File: src/rtl/slowidle_pkg.sv
package slowidle_pkg;

  // Base divisor and counter width for the slowed rate.
  localparam int unsigned BASE_DIV = 16;
  localparam int unsigned CODE_W   = 2;
  localparam int unsigned MAX_DIV  = BASE_DIV << ((1 << CODE_W) - 1);
  localparam int unsigned CNT_W    = $clog2(MAX_DIV);

  typedef enum logic [1:0] {
    MODE_RUN   = 2'd0,
    MODE_PLAIN = 2'd1,
    MODE_SLOW  = 2'd2
  } mode_e;

  // Terminal count (divisor - 1) for a divisor code.
  function automatic logic [CNT_W-1:0] term_of(input logic [CODE_W-1:0] code);
    logic [CNT_W:0] full;
    full = (CNT_W+1)'(BASE_DIV) << code;
    return CNT_W'(full - 1'b1);
  endfunction

endpackage

File: src/rtl/slowidle_ctrl.sv
module slowidle_ctrl
  import slowidle_pkg::*;
(
  input  logic  clk,
  input  logic  rst_n,
  input  logic  idle_req,
  input  logic  idle_plain,
  input  logic  irq_pending,
  input  logic  period_end,
  output mode_e mode,
  output logic  slow_start
);

  mode_e mode_q, mode_d;
  logic  wake_q, wake_d;

  assign slow_start = (mode_q == MODE_RUN) && idle_req && !idle_plain;

  always_comb begin
    mode_d = mode_q;
    wake_d = wake_q;
    unique case (mode_q)
      MODE_RUN: begin
        wake_d = 1'b0;
        if (idle_req) mode_d = idle_plain ? MODE_PLAIN : MODE_SLOW;
      end
      MODE_PLAIN: begin
        if (irq_pending) mode_d = MODE_RUN;
      end
      MODE_SLOW: begin
        if (irq_pending) wake_d = 1'b1;
        if (period_end && (wake_q || irq_pending)) begin
          mode_d = MODE_RUN;
          wake_d = 1'b0;
        end
      end
      default: mode_d = MODE_RUN;
    endcase
  end

  always_ff @(posedge clk) begin
    if (!rst_n) begin
      mode_q <= MODE_RUN;
      wake_q <= 1'b0;
    end else begin
      mode_q <= mode_d;
      wake_q <= wake_d;
    end
  end

  assign mode = mode_q;

  // plain idle leaves on the cycle after an interrupt
  a_r8_plain_wake: assert property (@(posedge clk) disable iff (!rst_n)
    (mode_q == MODE_PLAIN && irq_pending) |=> (mode_q == MODE_RUN));

  // without an idle command the running state is kept
  a_r10_run_holds: assert property (@(posedge clk) disable iff (!rst_n)
    (mode_q == MODE_RUN && !idle_req) |=> (mode_q == MODE_RUN));

  // slowed idle is left only at a period end
  a_r7_exit_on_edge: assert property (@(posedge clk) disable iff (!rst_n)
    (mode_q == MODE_SLOW && !period_end) |=> (mode_q == MODE_SLOW));

endmodule

File: src/rtl/slowidle_divcnt.sv
module slowidle_divcnt
  import slowidle_pkg::*;
(
  input  logic              clk,
  input  logic              rst_n,
  input  logic              start,
  input  logic [CODE_W-1:0] code,
  input  logic              active,
  output logic              tick
);

  logic [CNT_W-1:0] cnt_q;
  logic [CNT_W-1:0] term_q;

  assign tick = active && (cnt_q == term_q);

  always_ff @(posedge clk) begin
    if (!rst_n) begin
      cnt_q  <= '0;
      term_q <= '1;
    end else if (start) begin
      cnt_q  <= '0;
      term_q <= term_of(code);
    end else if (active) begin
      cnt_q <= (cnt_q == term_q) ? '0 : cnt_q + 1'b1;
    end
  end

  // divided pulses are never adjacent (smallest divisor is 16)
  a_r2_no_adjacent: assert property (@(posedge clk) disable iff (!rst_n)
    tick |=> !tick);

  // the period length cannot change during a slowed idle
  a_r9_term_held: assert property (@(posedge clk) disable iff (!rst_n)
    (active && $past(active)) |-> $stable(term_q));

endmodule

File: src/rtl/slowidle_prescale.sv
module slowidle_prescale #(
  parameter int unsigned BASE = 4
) (
  input  logic clk,
  input  logic rst_n,
  input  logic step,
  output logic pulse
);

  generate
    if (BASE <= 1) begin : g_pass
      assign pulse = step;
    end else begin : g_count
      localparam int unsigned PW = $clog2(BASE);
      localparam logic [PW-1:0] LAST = PW'(BASE - 1);
      logic [PW-1:0] cnt_q;

      assign pulse = step && (cnt_q == LAST);

      always_ff @(posedge clk) begin
        if (!rst_n)    cnt_q <= '0;
        else if (step) cnt_q <= (cnt_q == LAST) ? '0 : cnt_q + 1'b1;
      end
    end
  endgenerate

endmodule

File: src/rtl/slowidle_clkdiv.sv
module slowidle_clkdiv
  import slowidle_pkg::*;
#(
  parameter int unsigned SPORT_BASE = 4,
  parameter int unsigned TIMER_BASE = 2
) (
  input  logic        clk,
  input  logic        rst_n,
  input  logic        idle_req,
  input  logic        idle_plain,
  input  logic [1:0]  div_code,
  input  logic        irq_pending,
  input  logic        clkout_off,
  output logic        core_en,
  output logic        sport_en,
  output logic        timer_en,
  output logic        clkout_en,
  output logic        idle_flag
);

  mode_e mode;
  logic  slow_start;
  logic  slow_tick;
  logic  slow_active;

  assign slow_active = (mode == MODE_SLOW);

  slowidle_ctrl u_ctrl (
    .clk        (clk),
    .rst_n      (rst_n),
    .idle_req   (idle_req),
    .idle_plain (idle_plain),
    .irq_pending(irq_pending),
    .period_end (slow_tick),
    .mode       (mode),
    .slow_start (slow_start)
  );

  slowidle_divcnt u_div (
    .clk   (clk),
    .rst_n (rst_n),
    .start (slow_start),
    .code  (div_code),
    .active(slow_active),
    .tick  (slow_tick)
  );

  assign core_en   = slow_active ? slow_tick : 1'b1;
  assign clkout_en = core_en && !clkout_off;
  assign idle_flag = (mode != MODE_RUN);

  slowidle_prescale #(.BASE(SPORT_BASE)) u_sport (
    .clk  (clk),
    .rst_n(rst_n),
    .step (core_en),
    .pulse(sport_en)
  );

  slowidle_prescale #(.BASE(TIMER_BASE)) u_timer (
    .clk  (clk),
    .rst_n(rst_n),
    .step (core_en),
    .pulse(timer_en)
  );

  // outside slowed idle the core runs every cycle
  a_r1_full_rate: assert property (@(posedge clk) disable iff (!rst_n)
    !slow_active |-> core_en);

  // plain idle keeps the full rate
  a_r3_plain_full: assert property (@(posedge clk) disable iff (!rst_n)
    (mode == MODE_PLAIN) |-> (core_en && idle_flag));

  // serial tick only with a core pulse
  a_r4_sport_in_core: assert property (@(posedge clk) disable iff (!rst_n)
    sport_en |-> core_en);

  // timer tick only with a core pulse
  a_r5_timer_in_core: assert property (@(posedge clk) disable iff (!rst_n)
    timer_en |-> core_en);

  // forced-off clock output
  a_r6_clkout_off: assert property (@(posedge clk) disable iff (!rst_n)
    clkout_off |-> !clkout_en);

endmodule

File: config.mk
export PLATFORM = sky130hd
export DESIGN_NAME = slowidle_clkdiv
export DESIGN_NICKNAME = d
export VERILOG_FILES = /design/src/rtl/slowidle_pkg.sv /design/src/rtl/slowidle_ctrl.sv /design/src/rtl/slowidle_divcnt.sv /design/src/rtl/slowidle_prescale.sv /design/src/rtl/slowidle_clkdiv.sv
export SDC_FILE = /design/constraint.sdc
export NUM_CORES = 1
export LEC_CHECK = 0
export BUFFER_PORTS_ARGS = -buffer_cell sky130_fd_sc_hd__buf_2
export CAP_MARGIN = 25
export CORE_ASPECT_RATIO = 2
export CORE_UTILIZATION = 25
export DETAILED_ROUTE_END_ITERATION = 8
export SLEW_MARGIN = 20
export SYNTH_ARGS = -nofsm -noshare
export SYNTH_HDL_FRONTEND = slang
export SYNTH_HIERARCHICAL = 1
export SYNTH_SLANG_ARGS = --single-unit
File: constraint.sdc
create_clock -name clk -period 4.03 [get_ports clk]
set_input_delay 0.6045 -clock clk [delete_from_list [all_inputs] [get_ports clk]]
set_output_delay 0.6045 -clock clk [all_outputs]
set_load 0.005 [all_outputs]
### After elaboration in Yosys (flattened, before gate mapping)

Cells that the tools add are included.

| word-level totals | value |
|---|---|
| register bits after elaboration | 20 |
| bits in latches | 0 |
| memory bits (writable) | 0 |
| bits in read-only memories | 0 |
| input bits | 8 |
| output and inout port bits | 5 |
| logic and storage cells | 48 |
| memories kept | 0 |

| operators by class | value |
|---|---|
| add/subtract/negate cells | 4 |
| multipliers | 0 |
| div/mod/pow operators | 0 |
| $lt $le $gt $ge | 0 |
| equal/unequal tests | 8 |
| shifts and indexed selects | 1 |
| muxes and demuxes | 12 |
| bitwise gates (word level) | 1 |
| reduce and logical (&&, ||, !) cells | 16 |

Operators by type and width:

| cell | count |
|---|---|
| 2-bit two-way mux | 5 |
| 7-bit by 1-bit adder with 7-bit output (second input constant) | 1 |
| 7-bit equality test | 1 |
| 1-bit logical AND | 7 |
| 7-bit two-way mux | 1 |
| 5-bit by 2-bit << shifter with 7-bit output (first input constant) | 1 |
| 7-bit by 1-bit subtractor with 7-bit output (second input constant) | 1 |
| 2-bit one-hot mux with 3 select lines | 1 |
| 2-bit equality test (second input constant) | 2 |
| 1-bit two-way mux | 4 |
| 2-bit inequality test (second input constant) | 2 |
| 2-bit nonzero test | 2 |
| 3-bit by 2-bit inequality test with 1-bit output (second input constant) | 1 |
| 3-bit AND reduction | 1 |
| 2-bit by 1-bit adder with 2-bit output (second input constant) | 1 |
| 2-bit by 1-bit equality test with 1-bit output (second input constant) | 1 |
| 1-bit logical NOT | 2 |
| 2-bit logical NOT | 1 |
| 2-bit by 1-bit inequality test with 1-bit output (second input constant) | 1 |
| 1-bit one-hot mux with 2 select lines | 1 |
| 2-bit AND reduction | 1 |
| 2-bit OR reduction | 1 |
| 1-bit adder (second input constant) | 1 |
| 1-bit logical OR | 1 |
| 1-bit inverter | 1 |

### Logic depth before layout (Yosys ltp)

| logic depth | value |
|---|---|
| depth in word-level cells | 5 |
| mapped depth | 7 |
| gate-level depth less buffers | 6 |

### By module

The synthesis kept the hierarchy.

By module, submodules not included:

| module | times used | cells an instance | area an instance (µm²) | seq. area each (µm²) |
|---|---|---|---|---|
| slowidle_divcnt | 1 | 48 | 481.7 | 200.2 |
| slowidle_ctrl | 1 | 14 | 155.1 | 60.1 |
| slowidle_prescale (u_sport) | 1 | 9 | 102.6 | 40.0 |
| slowidle_prescale (u_timer) | 1 | 4 | 42.5 | 20.0 |
| slowidle_clkdiv | 1 | 4 | 37.5 | 0.0 |

### Worst setup path before layout

No wires, ideal clock.

| timing path | value |
|---|---|
| path type | flip-flop to output port |
| from | register u_ctrl.mode_q[0], in the netlist u_ctrl/mode[0] |
| to | output sport_en |
| data arrival time | 1.766 ns |
| data required time | 3.425 ns |
| setup slack | 1.659 ns |
| cell stages (with the launch flop) | 7 |
| path buffers | 1 |
| cells stage by stage | dfxtp_1 > and2b_2 > buf_4 > nand4_2 > nor4_4 > or3b_1 > and2_2 |

| between the ends | value |
|---|---|
| longest elaborated chain between the ends | 4 |

RTL lines:

| element | RTL line | text |
|---|---|---|
| start: declaration | slowidle_ctrl.sv:14 | `mode_e mode_q, mode_d;` |
| start signal: assignment | slowidle_ctrl.sv:46 | `mode_q <= mode_d;` |
| 2-bit equality test | slowidle_clkdiv.sv:26 | `assign slow_active = (mode == MODE_SLOW);` |
| via slow_active | slowidle_clkdiv.sv:24 | `logic slow_active;` |
| 1-bit logical AND | slowidle_divcnt.sv:15 | `assign tick = active && (cnt_q == term_q);` |
| via slow_tick | slowidle_clkdiv.sv:23 | `logic slow_tick;` |
| 1-bit two-way mux | slowidle_clkdiv.sv:48 | `assign core_en = slow_active ? slow_tick : 1'b1;` |
| via core_en | slowidle_clkdiv.sv:14 | `output logic core_en,` |
| 1-bit logical AND | slowidle_prescale.sv:18 | `assign pulse = step && (cnt_q == LAST);` |
| end: declaration | slowidle_clkdiv.sv:15 | `output logic sport_en,` |

The timed path passes the listed nets, and every way through them passes these cells.

### Worst setup path after layout

| timing path | value |
|---|---|
| from | register u_ctrl.mode_q[0], in the netlist u_ctrl/mode[0] |
| to | output sport_en |

| between the ends | value |
|---|---|
| longest elaborated chain between the ends | 4 |

RTL lines:

| element | RTL line |
|---|---|
| 2-bit equality test | slowidle_clkdiv.sv:26 |
| via slow_active | slowidle_clkdiv.sv:24 |
| 1-bit logical AND | slowidle_divcnt.sv:15 |
| via slow_tick | slowidle_clkdiv.sv:23 |
| 1-bit two-way mux | slowidle_clkdiv.sv:48 |
| 1-bit logical AND | slowidle_prescale.sv:18 |

The timed path passes the listed nets, and every way through them passes these cells.

==> out/qor.yml <==
p_clk_share_pct: 33.0
vias: 606
synth-edff-count: 0
postCtsSetupRepairBufs: 0
worst_pin_slew_ps: 493
required_ps: 3430
pwr-share-comb_pct: 15.3
synth_area_um2: 820
routed_wl_um: 1510
cp-end-kind: "output port"
core_area_um2: 3160
hold_buffers: 0
crit_slowest_cell: "nor4_4"
clkLatencyLatePin_ps: 240
finalClockSkew_ps: 2.76
final_nets: 105
grt_pass1_wl_um: 2560
grt_pass1_vias: 632
drt_pass1_iterations: 3
power.total_uw: 343
clock.fmax_mhz: 346
htree_levels: 1
fp.dieArea_um2: 3520
period_needed_ps: 2890
p_seq_share_pct: 51.7
internal-power_uw: 263
worstRegToRegCells: 6
synthMuxAreaShare_pct: 3.66
clockBufferDepth: 2
setup_ws_ps: 1140
cts_root_buf: "clkbuf_8"
track_usage_pct: 9.33
layout_commonest_cell: "dfxtp_1"
cp_cell_sequence: "and2b_2 > nand4_2 > nor4_4 > or3b_1 > and2_2 > buf_2"
arrival_ps: 2290
drt-initial-drc-count: 6
drcViolationCount: 0
viasPerCell: 4.89
ys.flop_type: "dfxtp_1"
ys_warn_count: 6
tritoncts: "yes"
powerDensity_nw_per_um2: 360
yosys_register_bits: 16
syn_inst: 79
globalplace.congestion: 0.733
synthXorXnorAreaFrac_pct: 7.48
ys_seq_area_share_pct: 39.1
fp.dieW_um: 42.5
hpwlAfterDp_um: 1140
use_met1_pct: 8.81
fp-row-count: 29
layout_common_cells: "16 x dfxtp_1, 12 x buf_2, 6 x xor2_1"
initial_utilization_pct: 26.0
setup_viol_count_final: 0
synth_nets: 89
syn2layout_area_growth_pct: 16.2
worstSetupPathType: "flip-flop to output port"
r2r-end: "u_sport/g_count.cnt_q[0]"
met3_usage_pct: 1.96
io_pins: 13
numCtsBuffers: 3
ctsResizeCount: 0
cp_max_fo: 9
rsz0062_at_grt: "no"
relSlewSlack_pct: 66.9
startpoint_type: "flip-flop"
min_path_cells: 2
cpLargestDelayFamily: "simple AND/OR/NAND/NOR gates"
n_antenna_cell: 0
wire_per_inst_um: 12.2
die_y_um: 83.0
ir_drop_uv: 138
grt_antenna_before_repair: 0
post-place-ws_ps: 1390
status: "finished clean"
layout-drive-gt1-share_pct: 29.0
busiest_layer: "met2"
synth_area_per_cell_um2: 10.4
numClockSinks: 16
slowest_delay_ps: 540
r2r_slack_ps: 1880
synth_top_family_by_area: "simple AND/OR/NAND/NOR gates"
leakage_uw: 0.000404
worstHoldStart: "u_div/term_q[6]"
synth_fa_ha_area_share_pct: 3.05
ant_nets: 0
synth_compound_area_share_pct: 9.47
grt_overflow_total: 0
clk_pin_slew_ps: 60
rr_startpoint: "u_ctrl/mode[0]"
synth-async-reset-ratio_pct: 0
power.switching_uw: 79.7
grt_max_degree: 13
crit_buf_inv: 1
met2_usage_pct: 17.1
drv_slew: 0
min_to: "u_div/term_q[6]"
fin_crit_sh_pct: 71.7
port_buffers: 12
maxCapViolations: 0
switching_share_pct: 23.3
finalSetupTns_ps: 0
synthSimpleGateAreaFrac_pct: 36.3
hp-class: "flip-flop to flip-flop"
synth.distinct_cells: 36
hold_viol: 0
## synth_stat cells (2+ instances only)
cell type  instances  area, µm²
nand2b_1           4       25.0
or3_1              3       18.8
dfxtp_1           16        320
nor2_1             2       7.51
o21ai_0            4       20.0
nand4_2            2       25.0
ha_1               2       25.0
xor2_1             6       52.6
and2_2             2       15.0
mux2i_1            3       30.0
nand2_1            3       11.3
nor3_1             4       20.0
nand3_1            2       10.0
nor2b_1            4       25.0
## layer usage
layer / part of all wire, % / up-vias
li1: - / 312
met1: 40 / 283
met2: 56 / 9
met3: 2.3 / 2
met4: 1.5 / 0
met5: 0 / -
## final cells by class
| type | instances | area (µm²) |
|---|---|---|
| timing repair buffer | 12 | 60.1 |
| sequential | 16 | 320 |
| tap | 31 | 38.8 |
| clock buffer | 3 | 41.3 |
| fill | 342 | 2200 |
| multi-input combinational | 62 | 492 |
## worst max-delay path by stage
stage                   start        to  slack, ps  cells past startpoint
2_1_floorplan  u_ctrl/mode[0]  sport_en       1660                      6
3_3_place_gp   u_ctrl/mode[0]  sport_en       1450                      6
3_5_place_dp   u_ctrl/mode[0]  sport_en       1390                      6
4_1_cts        u_ctrl/mode[0]  sport_en       1120                      6
5_1_grt        u_ctrl/mode[0]  sport_en       1000                      6
6_report       u_ctrl/mode[0]  sport_en       1140                      6
## through the flow
| step | std cells | area (µm²) | hold WS (ps) | util, % |
|---|---|---|---|---|
| floorplan | 79 | 820 | 460 | - |
| detailed placement | 121 | 911 | 488 | 28.9 |
| global route | 124 | 952 | 551 | 30.2 |
| CTS | 124 | 952 | 509 | 30.2 |
| finish | 124 | 952 | 503 | 30.2 |
| global placement | 121 | 911 | 484 | 28.9 |
## kinds of logic (layout without fill, tap and decap cells)
kind of cell / count (synthesis) / after routing
buf+inv: 1 / 15
fa+ha+maj: 2 / 2
compound gates: 11 / 11
xor+xnor: 7 / 7
simple gates: 39 / 39
flops: 16 / 16
mux: 3 / 3
## sequential cells by signal, summed over array words and instances, names as in the netlist
| signal | cells |
|---|---|
| u_sport/g_count.cnt_q | 2 |
| u_div/term_q | 3 |
| u_ctrl/wake_q | 1 |
| u_timer/g_count.cnt_q | 1 |
| u_div/cnt_q | 7 |
| u_ctrl/mode | 2 |
## power by group through the flow
| stage | Clock [µW] | Combinational [µW] | Sequential, µW |
|---|---|---|---|
| after floorplan | 0 | 38.1 | 178 |
| after global placement | 0 | 51.7 | 180 |
| after detailed placement | 0 | 53.3 | 181 |
| after CTS | 118 | 53.5 | 177 |
| after global routing | 128 | 58.6 | 179 |
| final | 113 | 52.4 | 177 |
## worst register-to-register path, cell delays in order, from the launching register on
cell	delay, ps
dfxtp_1	390
and2b_2	330
nand4_2	170
nor4_4	540
or3b_1	330
nor3b_2	220
o21a_1	120
Note: power is estimated with default switching activity, not from simulation.
